[config.mk]
export PLATFORM = sky130hd
export DESIGN_NAME = hist_branch_pred
export DESIGN_NICKNAME = d
export VERILOG_FILES = /design/src/rtl/bp_pkg.sv /design/src/rtl/bp_index.sv /design/src/rtl/bp_history.sv /design/src/rtl/bp_cnt_table.sv /design/src/rtl/hist_branch_pred.sv
export SDC_FILE = /design/constraint.sdc
export NUM_CORES = 1
export LEC_CHECK = 0
export ABC_CLOCK_PERIOD_IN_PS = 3800
export BUFFER_PORTS_ARGS = -buffer_cell sky130_fd_sc_hd__buf_2
export CORE_MARGIN = 2
export CORE_UTILIZATION = 35
export DETAILED_ROUTE_END_ITERATION = 6
export HOLD_SLACK_MARGIN = 0.05
export PLACE_DENSITY = 0.57
export SYNTH_ARGS = -nofsm -noshare
export SYNTH_HDL_FRONTEND = slang
export SYNTH_SLANG_ARGS = --single-unit
[constraint.sdc]
create_clock -name clk_i -period 3.8 [get_ports clk_i]
set_clock_uncertainty 0.05 [all_clocks]
set_input_delay 0.19 -clock clk_i [delete_from_list [all_inputs] [get_ports clk_i]]
set_output_delay 0.19 -clock clk_i [all_outputs]
set_load 0.01 [all_outputs]
[src/rtl/bp_pkg.sv]
package bp_pkg;
  parameter int unsigned BP_CNT_W = 2;
  typedef logic [BP_CNT_W-1:0] bp_cnt_t;
  localparam bp_cnt_t BP_CNT_MAX = '1;
  localparam bp_cnt_t BP_CNT_MIN = '0;
  localparam bp_cnt_t BP_CNT_RST = bp_cnt_t'(1);

  function automatic bp_cnt_t bp_sat_step(bp_cnt_t c, logic up);
    if (up) return (c == BP_CNT_MAX) ? c : bp_cnt_t'(c + 1'b1);
    else    return (c == BP_CNT_MIN) ? c : bp_cnt_t'(c - 1'b1);
  endfunction
endpackage

[src/rtl/bp_index.sv]
module bp_index #(
  parameter int unsigned PC_W   = 32,
  parameter int unsigned PC_LO  = 2,
  parameter int unsigned IDX_W  = 6,
  parameter int unsigned HIST_W = 2
) (
  input  logic [PC_W-1:0]   pc_i,
  input  logic [HIST_W-1:0] hist_i,
  output logic [IDX_W-1:0]  idx_o
);
  localparam int unsigned PC_BITS = IDX_W - HIST_W;

  assign idx_o = {pc_i[PC_LO +: PC_BITS], hist_i};

  initial begin
    assert (HIST_W >= 1 && HIST_W < IDX_W && PC_LO + PC_BITS <= PC_W)
      else $error("bp_index: bad parameters");
  end
endmodule

[src/rtl/bp_history.sv]
module bp_history #(
  parameter int unsigned HIST_W = 2
) (
  input  logic              clk_i,
  input  logic              rst_ni,
  input  logic              shift_i,
  input  logic              bit_i,
  output logic [HIST_W-1:0] hist_o,
  output logic [HIST_W-1:0] hist_next_o
);
  logic [HIST_W-1:0] hist_q;
  logic [HIST_W:0]   shifted;

  assign shifted     = {hist_q, bit_i};
  assign hist_next_o = shift_i ? shifted[HIST_W-1:0] : hist_q;
  assign hist_o      = hist_q;

  always_ff @(posedge clk_i or negedge rst_ni) begin
    if (!rst_ni)      hist_q <= '0;
    else if (shift_i) hist_q <= shifted[HIST_W-1:0];
  end

  AST_HIST_HOLD: assert property (@(posedge clk_i) disable iff (!rst_ni)
    !shift_i |=> $stable(hist_q));
  AST_HIST_SHIFT: assert property (@(posedge clk_i) disable iff (!rst_ni)
    shift_i |=> hist_q[0] == $past(bit_i));
  AST_HIST_FWD: assert property (@(posedge clk_i) disable iff (!rst_ni)
    1'b1 |=> hist_q == $past(hist_next_o));
endmodule

[src/rtl/bp_cnt_table.sv]
module bp_cnt_table
  import bp_pkg::*;
#(
  parameter int unsigned IDX_W = 6
) (
  input  logic             clk_i,
  input  logic             rst_ni,
  input  logic [IDX_W-1:0] raddr_i,
  output bp_cnt_t          rdata_o,
  input  logic             we_i,
  input  logic [IDX_W-1:0] waddr_i,
  input  bp_cnt_t          wdata_i
);
  localparam int unsigned DEPTH = 1 << IDX_W;

  bp_cnt_t mem_q [DEPTH];

  // same-cycle write to the read entry is bypassed
  assign rdata_o = (we_i && waddr_i == raddr_i) ? wdata_i : mem_q[raddr_i];

  always_ff @(posedge clk_i or negedge rst_ni) begin
    if (!rst_ni) begin
      for (int i = 0; i < DEPTH; i++) mem_q[i] <= BP_CNT_RST;
    end else if (we_i) begin
      mem_q[waddr_i] <= wdata_i;
    end
  end

  AST_WR_LANDS: assert property (@(posedge clk_i) disable iff (!rst_ni)
    we_i |=> mem_q[$past(waddr_i)] == $past(wdata_i));
endmodule

[src/rtl/hist_branch_pred.sv]
module hist_branch_pred
  import bp_pkg::*;
#(
  parameter int unsigned PC_W   = 32,
  parameter int unsigned PC_LO  = 2,
  parameter int unsigned IDX_W  = 6,
  parameter int unsigned HIST_W = 2
) (
  input  logic            clk_i,
  input  logic            rst_ni,
  input  logic [PC_W-1:0] fetch_pc_i,
  input  logic            dec_is_br_i,
  input  logic            dec_taken_i,
  output logic            pred_taken_o
);
  logic [HIST_W-1:0] hist, hist_next;
  logic [IDX_W-1:0]  fetch_idx, lat_idx_q;
  bp_cnt_t           fetch_cnt, lat_cnt_q, wr_cnt;

  bp_history #(.HIST_W(HIST_W)) i_hist (
    .clk_i      (clk_i),
    .rst_ni     (rst_ni),
    .shift_i    (dec_is_br_i),
    .bit_i      (dec_taken_i),
    .hist_o     (hist),
    .hist_next_o(hist_next)
  );

  // index built from forwarded history
  bp_index #(.PC_W(PC_W), .PC_LO(PC_LO), .IDX_W(IDX_W), .HIST_W(HIST_W)) i_idx (
    .pc_i  (fetch_pc_i),
    .hist_i(hist_next),
    .idx_o (fetch_idx)
  );

  bp_cnt_table #(.IDX_W(IDX_W)) i_tbl (
    .clk_i  (clk_i),
    .rst_ni (rst_ni),
    .raddr_i(fetch_idx),
    .rdata_o(fetch_cnt),
    .we_i   (dec_is_br_i),
    .waddr_i(lat_idx_q),
    .wdata_i(wr_cnt)
  );

  always_ff @(posedge clk_i or negedge rst_ni) begin
    if (!rst_ni) begin
      lat_idx_q <= '0;
      lat_cnt_q <= BP_CNT_RST;
    end else begin
      lat_idx_q <= fetch_idx;
      lat_cnt_q <= fetch_cnt;
    end
  end

  assign wr_cnt       = bp_sat_step(lat_cnt_q, dec_taken_i);
  assign pred_taken_o = lat_cnt_q[BP_CNT_W-1];

  AST_SAT_HI: assert property (@(posedge clk_i) disable iff (!rst_ni)
    dec_is_br_i && dec_taken_i && lat_cnt_q == BP_CNT_MAX |-> wr_cnt == BP_CNT_MAX);
  AST_SAT_LO: assert property (@(posedge clk_i) disable iff (!rst_ni)
    dec_is_br_i && !dec_taken_i && lat_cnt_q == BP_CNT_MIN |-> wr_cnt == BP_CNT_MIN);
  AST_BYPASS: assert property (@(posedge clk_i) disable iff (!rst_ni)
    dec_is_br_i && fetch_idx == lat_idx_q |=> lat_cnt_q == $past(wr_cnt));
  AST_HIST_LOW: assert property (@(posedge clk_i) disable iff (!rst_ni)
    1'b1 |=> lat_idx_q[HIST_W-1:0] == hist);
endmodule

* Word-level counts from Yosys, hierarchy flattened
Cells that the tools add are included.
** Word-level totals
- Input bits :: 36
- Latch bits :: 0
- Memory bits (read-only) :: 0
- Flip-flop bits (word level) :: 138
- Memory bits (writable) :: 0
- Memories :: 0
** Cells by class
- Div/mod/pow operators :: 0
- Shift-type cells :: 0
- Magnitude comparators :: 3
- Multiply operators :: 0
- Reductions and logical operators :: 3
- Mux-type cells :: 11
- $add $sub $neg :: 2
- Bitwise logic cells :: 2
- Eq/ne operators :: 2
** Operators with widths (count)
- $bwmux 128 :: 1
- $mux 2 :: 8
- $ge 7x7->1 const B :: 2
- $not 6->7 :: 2
- $bmux 2 s6 :: 1
- $demux 2 s6 :: 1
- $lt 7x1->1 const B :: 1
- $eq 6x6->1 :: 1
- $add 2x1->2 const B :: 1
- $eq 2x2->1 const B :: 1
- $logic_and 1x1->1 :: 2
- $logic_not 2->1 :: 1
- $sub 2x1->2 const B :: 1

* Logic depth before layout (Yosys ltp)
Gate-level depths: netlist (run 1).
- Depth after elaboration :: 6
- Mapped depth :: 10

* Modules after synthesis
A second synthesis (run 1) with hierarchy kept.
** Second synthesis, totals
- Cells, all modules :: 501
- Area, all modules :: 6842.8 µm²
** By module, submodules not included
- bp_cnt_table :: instances 1, cells an instance 480, area each 6498.7 µm²
- hist_branch_pred :: instances 1, cells an instance 11, area each 226.5 µm²
- bp_history :: instances 1, cells an instance 4, area each 72.6 µm²
- bp_index :: instances 1, cells an instance 6, area each 45.0 µm²

* Least setup slack after synthesis (run 1)
OpenSTA, ideal clock, no wires.
- Path type :: flip-flop to flip-flop
- From :: register i_hist.hist_q[0], in the netlist i_hist.hist_o[0]
- To :: register lat_cnt_q[1]
- Cell stages (with the launch flop) :: 10
- Arrival :: 1.746 ns
- Setup time :: 0.144 ns
- Path slack :: 1.860 ns
- Clock period less this slack :: 1.940 ns
- Data required time :: 3.606 ns
- Cell sequence :: dfrtp_1 buf_6 buf_12 buf_6 mux4_2 mux2_1 a22oi_1 nand2_1 o211ai_1 o211ai_1
** On the way
- Longest elaborated chain between the ends :: 6
- Elaborated cells on any way between the ends :: 8
** Ends and longest elaborated chain
- start: declaration :: line bp_history.sv:11 : logic [HIST_W-1:0] hist_q;
- start signal: assignment :: line bp_history.sv:20 : else if (shift_i) hist_q <= shifted[HIST_W-1:0];
- $mux 2 *
- $not 6->7 (not written as such) :: line bp_cnt_table.sv:19 : assign rdata_o = (we_i && waddr_i == raddr_i) ? wdata_i : mem_q[raddr_i];
- $bmux 2 s6 :: line bp_cnt_table.sv:19
- $mux 2 (not written as such) (2 in series) :: line bp_cnt_table.sv:19
- $mux 2 * :: line bp_cnt_table.sv:19
- named net fetch_cnt[1] :: line hist_branch_pred.sv:18 : bp_cnt_t fetch_cnt, lat_cnt_q, wr_cnt;
- end signal: assignment :: line hist_branch_pred.sv:52 : lat_cnt_q <= fetch_cnt;
- end: declaration :: line hist_branch_pred.sv:18
The timed path passes the listed nets; every way through them passes the cells marked *. The select of a mux whose other input is x is not followed.
A chain may end at the register's enable or synchronous reset.

==> results of run 1 <==
worst max-delay path, stage by stage, from the launching register on:
cell     delay (ps)
dfrtp_4         990
buf_12          340
nand4_1         460
nor2_1          410
mux2_2          370
metrics by stage:
stage                     cell area, sq um  setup WS, ps
final                                 8920          1060
after global routing                  8920           825
after detailed placement              8250          1010
after floorplan                       7960          1860
after CTS                             8920          1010
after global placement                8250          1060
sequential cells by signal (all words and copies together), names as in the netlist:
signal / flops
lat_idx_q: 5
lat_cnt_q: 2
i_tbl.mem_q: 128
i_hist.hist_o: 1
worst max-delay path by stage:
stage                           from               to  slack, ps  depth (start not counted)
floorplan           i_hist.hist_o[0]     lat_cnt_q[1]       1860                          9
global placement         dec_taken_i     lat_cnt_q[1]       1060                          7
detailed placement  i_hist.hist_o[0]     lat_cnt_q[1]       1010                          7
global route        i_hist.hist_o[0]     lat_cnt_q[1]        820                          7
finish              i_hist.hist_o[0]  i_tbl.mem_q[33]       1060                          4
CTS                 i_hist.hist_o[0]     lat_cnt_q[1]       1010                          7
cell usage in the layout (no fill, tap or decap), types with 6 or more instances in the layout:
cell       netlist  final
a41oi_1          6      6
buf_2           10      7
buf_4            7     14
clkbuf_16        0     17
dfrtp_1         71     70
dfstp_2         65     65
mux2_2         133    133
mux2i_1         45     45
mux4_1           7      7
mux4_2          35     35
nand2_1         77     77
nand3_1         22     22
nand4_1         21     21
nor2_1          41     41
nor2b_1          7      7
layer usage:
metal  up-vias  GRT usage  part of all wire
met1      2774      0.226              0.45
li1       2392          -                 -
met5         -          0                 0
met4         0     0.0481             0.014
met2       125      0.284              0.49
met3        21     0.0395             0.043
power by group through the flow:
| stage | Clock, mW | Sequential [mW] | Combinational, mW |
|---|---|---|---|
| after floorplan | 0 | 1.91 | 0.703 |
| after global placement | 0 | 1.99 | 0.843 |
| after detailed placement | 0 | 2.01 | 0.863 |
| after CTS | 1.78 | 1.99 | 0.869 |
| after global routing | 1.84 | 2.03 | 0.939 |
| final | 1.74 | 1.99 | 0.863 |
final cells by class:
type | count | share of cell area
Timing Repair Buffer | 29 | 0.0281
Sequential cell | 136 | 0.391
Inverter | 2 | 0.000842
Clock inverter | 12 | 0.0198
Multi-Input combinational cell | 455 | 0.470
Tap cell | 285 | 0.0400
Clock buffer | 20 | 0.0501
cell usage after synthesis, drive strengths merged, types with 6 or more instances:
cell and n:
a22oi 6, mux2i 45, dfstp 65, clkbuf 23, nand3 22, nor2b 7
nor3 7, nand4 21, buf 25, mux2 135, nand2 77, mux4 42
dfrtp 71, a41oi 6, nor2 42
what timing repair did:
action	in CTS	in global routing
setup buffers	0	0
endpoints found under the setup margin	0	0
endpoints found under the hold margin	43	0
hold buffers	5	0
logic make-up after synthesis:
family / share of synthesized area
AND/OR/NAND/NOR: 0.115
flip-flops: 0.438
buffers and inverters: 0.0352
XOR/XNOR: 0.00440
AO/OA/AOI/OAI: 0.0349
adder cells (fa/ha/maj): 0.00252
multiplexers: 0.370
==> flow_metrics.py, run 1 <==
metrics = {
    "timing": {
        "finalCritPeriodShare": 0.721,
        "max_freq_mhz": 365,
        "min_period_ps": 2740,
        "grt_setup_unrepaired": "no",
        "relSlewSlack": 0.389,
        "tightest_slew_ps": 917,
        "hold_viol": 0,
        "setup_viol": 0,
        "setup_tns_ps": 0,
        "slew_violations": 0,
        "whs_ps": 400,
    },
    "worst_hold_path": {
        "min_path_cells": 2,
        "min-delay-start": "dec_is_br_i",
        "hold_path.class": "primary input to register",
        "min_to": "i_hist.hist_o[0]",
    },
    "routing": {
        "viasPerCell": 5.66,
        "routedWlPerCell_um": 20.7,
        "ant_nets": 0,
        "wirelength_um": 19400,
        "initialDrtViolationCount": 347,
        "firstDrtPassIters": 5,
        "drc_errors": 0,
        "num_vias": 5312,
    },
    "layout": {
        "final_cell_count_no_fill": 939,
        "nNetsFinal": 677,
        "multi_input_area_sq_um": 4200,
        "antenna_cells": 0,
        "utilization": 0.396,
        "drive_gt1_frac": 0.462,
        "n_fill_cell": 2066,
        "seq_area_sq_um": 3490,
        "area_delta_synth_final_pct": 12.1,
    },
    "run_status": {
        "status": "finished clean",
    },
    "floorplanning": {
        "pin_count": 37,
        "start_util": 0.354,
        "die_h_um": 155,
        "die_w_um": 155,
        "rows": 55,
        "core_sq_um": 22500,
        "die_area_sq_um": 24000,
    },
    "critical_path": {
        "ff2ff_path_depth": 4,
        "rrSetupSlack_ps": 1060,
        "path_class": "register to register",
        "worst_setup_path_start_kind": "register",
        "crit_required_ps": 4050,
        "r2r_start": "i_hist.hist_o[0]",
        "worstSetupEndpointType": "register",
        "crit_fanout": 57,
        "cp.arrival_ps": 2990,
        "r2r-end": "i_tbl.mem_q[33]",
    },
    "global_routing": {
        "grt_max_degree": 75,
        "grt_pass1_wl_um": 31400,
        "antenna_found_initial": 0,
        "grt_pass1_vias": 5505,
        "overflow": 0,
        "gr-usage-all-layers": 0.171,
    },
    "synthesis": {
        "synthDistinctLibCells": 46,
        "synth_nets": 677,
        "synth-seq-cells": 136,
        "ys.flop_type": "dfrtp_1",
        "yosysTopAreaCellShare": 0.223,
        "synth_area_sq_um": 7960,
        "avgSynthCellArea_sq_um": 12.4,
        "synth_area_leaders": "dfrtp_1, dfstp_2, mux2_2",
        "ys_warn_count": 0,
        "ys_seq_area_frac": 0.438,
        "netlist.top_cell.by_area": "dfrtp_1",
        "async_flop_share": 1.00,
        "synthCells": 641,
        "synth_edf_count": 0,
    },
    "cts": {
        "cts.clk_slew.worst_paths_ps": 60,
        "cts-resized-gates": 0,
        "clock_latency_ps": 420,
        "cts_buffers": 17,
        "clock_path_buffers": 2,
        "cts_root_buf": "clkbuf_16",
        "cts_sinks": 136,
        "cts_tree": "done",
        "htree_num_levels": 4,
    },
    "placed_design": {
        "dp_hpwl_um": 13100,
        "io_buffers": 8,
        "dp_cells": 902,
        "gp_congestion": 0.813,
    },
    "pwr": {
        "p_clk_frac": 0.379,
        "fin_total_pwr_mw": 4.60,
        "switching_share": 0.269,
        "p_per_area_nw_per_um2": 515,
        "leakagePower_nw": 3.65,
        "power_frac_comb": 0.188,
        "seqPwrFrac": 0.434,
        "peakVddDrop_v": 0.000298,
        "p_sw_mw": 1.24,
        "power.internal_mw": 3.36,
    },
    "flow_run": {
        "drv_cap": 0,
    },
}
Power figures use the tool's default switching activity.
==> inputs of run 2 (changes only) <==
--- a/config.mk
+++ b/config.mk
@@ -5,13 +5,13 @@
 export SDC_FILE = /design/constraint.sdc
 export NUM_CORES = 1
 export LEC_CHECK = 0
-export ABC_CLOCK_PERIOD_IN_PS = 3800
+export ABC_CLOCK_PERIOD_IN_PS = 2500
 export BUFFER_PORTS_ARGS = -buffer_cell sky130_fd_sc_hd__buf_2
 export CORE_MARGIN = 2
 export CORE_UTILIZATION = 35
 export DETAILED_ROUTE_END_ITERATION = 6
 export HOLD_SLACK_MARGIN = 0.05
-export PLACE_DENSITY = 0.57
+export PLACE_DENSITY = 0.59
 export SYNTH_ARGS = -nofsm -noshare
 export SYNTH_HDL_FRONTEND = slang
 export SYNTH_SLANG_ARGS = --single-unit
==> constraint.sdc (replaced) <==
create_clock -name clk_i -period 2.5 [get_ports clk_i]
set_clock_uncertainty 0.05 [all_clocks]
set_input_delay 0.125 -clock clk_i [delete_from_list [all_inputs] [get_ports clk_i]]
set_output_delay 0.125 -clock clk_i [all_outputs]
set_load 0.01 [all_outputs]
==> flow_metrics.py, run 2 (synthesized netlist as in run 1, its figures left out) <==
metrics = {
    "global_routing": {
        "grt_pass1_wl_um": 32100,
        "overflow": 0,
        "grt_max_degree": 80,
        "grt_pass1_vias": 5665,
        "gr-usage-all-layers": 0.174,
        "antenna_found_initial": 0,
    },
    "critical_path": {
        "ff2ff_path_depth": 8,
        "crit_fanout": 11,
        "worstSetupEndpointType": "register",
        "rrSetupSlack_ps": 210,
        "r2r-end": "lat_cnt_q[0]",
        "cp.arrival_ps": 2590,
        "r2r_start": "i_hist.hist_o[0]",
        "critPathLaunch": "i_hist.hist_o[0]",
        "path_class": "register to register",
        "worst_setup_path_start_kind": "register",
        "crit_required_ps": 2800,
    },
    "flow_run": {
        "drv_cap": 0,
    },
    "floorplanning": {
        "rows": 55,
        "die_area_sq_um": 24000,
        "die_h_um": 155,
        "pin_count": 37,
        "core_sq_um": 22500,
        "start_util": 0.354,
        "die_w_um": 155,
    },
    "layout": {
        "utilization": 0.403,
        "drive_gt1_frac": 0.472,
        "final_cell_mix": "mux2_2, nand2_1, dfrtp_1, dfstp_2, mux2i_1",
        "nNetsFinal": 694,
        "antenna_cells": 0,
        "top_regs": "i_tbl.mem_q x128, lat_idx_q x5, lat_cnt_q x2",
        "final_area_sq_um": 9060,
        "n_fill_cell": 2042,
        "regMostFlops": "i_tbl.mem_q",
        "area_delta_synth_final_pct": 13.9,
        "final_cell_count_no_fill": 956,
        "largest_reg_flops": 128,
        "layout_commonest_cell": "mux2_2",
    },
    "routing": {
        "initialDrtViolationCount": 321,
        "routedWlPerCell_um": 20.9,
        "ant_nets": 0,
        "num_vias": 5439,
        "drc_errors": 0,
        "viasPerCell": 5.69,
        "wirelength_um": 20000,
        "firstDrtPassIters": 6,
    },
    "placed_design": {
        "dp_cells": 916,
        "placed_area_sq_um": 8400,
        "dp_hpwl_um": 13600,
        "io_buffers": 8,
        "dpl_worst_slack_ps": 77.9,
        "gp_congestion": 0.930,
    },
    "timing": {
        "setup_viol": 0,
        "finalCritPeriodShare": 0.915,
        "max_freq_mhz": 437,
        "min_period_ps": 2290,
        "grt_setup_unrepaired": "no",
        "slew_violations": 0,
        "setup_slack_ps": 213,
        "hold_viol": 0,
        "setup_tns_ps": 0,
        "tightest_slew_ps": 828,
        "whs_ps": 129,
        "relSlewSlack": 0.447,
    },
    "cts": {
        "cts_tree": "done",
        "cts.clk_slew.worst_paths_ps": 60,
        "clock_path_buffers": 2,
        "htree_num_levels": 4,
        "cts_sinks": 136,
        "cts_root_buf": "clkbuf_16",
        "clock_latency_ps": 430,
        "cts_buffers": 17,
    },
    "worst_hold_path": {
        "hold_path.class": "primary input to async pin",
    },
    "pwr": {
        "fin_total_pwr_mw": 6.83,
        "p_per_area_nw_per_um2": 753,
        "peakVddDrop_v": 0.000503,
        "leakagePower_nw": 3.74,
    },
    "run_status": {
        "status": "finished clean",
    },
}
## run 2: changes by cell type in the layout (fill, tap and decap cells not counted), sizes merged
cell,before,now
buf,24,41
bufinv,4,2
clkbuf,20,23
clkinv,6,5
## run 2: worst max path at each step
stage	end	slack, ps	cells past startpoint
after floorplan	lat_cnt_q[1]	560	9
after global placement	lat_cnt_q[0]	80	7
after detailed placement	lat_cnt_q[0]	80	7
after CTS	lat_cnt_q[0]	70	7
after global routing	lat_cnt_q[1]	100	8
final	lat_cnt_q[0]	210	8
## run 2: layout make-up
cell class	count	area [sq um]	area share
multi-input cells	455	4200	0.463
flip-flops and latches	136	3490	0.385
clock buffers	23	458	0.0505
repair buffers	46	453	0.0500
well taps	285	357	0.0393
clock inverters	9	100	0.0110
inverters	2	7.51	0.000828
## run 2: repair_timing
item                                   4_1_cts  5_1_grt
setup buffers                                0        3
endpoints found under the hold margin       75        0
setup endpoints to repair                    0        2
hold buffers                                 5        0
gates resized for setup                      0        1
## run 2: routing by layer
| layer | GRT usage | up-vias | wire (um) |
|---|---|---|---|
| li1 | - | 2440 | - |
| met1 | 0.232 | 2852 | 9010 |
| met2 | 0.281 | 112 | 9770 |
| met3 | 0.0277 | 35 | 683 |
| met4 | 0.0754 | 0 | 524 |
| met5 | 0 | - | 0 |
## run 2: power by group
group	total (mW)	internal (mW)	switching (mW)
clock	2.42	1.48	0.940
sequential	2.99	2.71	0.278
combinational	1.42	0.752	0.668
total	6.83	4.94	1.89
## run 2: critical path: stages, from the launching register on
cell,delay [ps]
dfrtp_4,520
buf_12,170
buf_4,170
mux4_2,320
a32o_1,280
a41oi_1,210
o2111ai_2,210
o311ai_1,180
o211ai_2,110
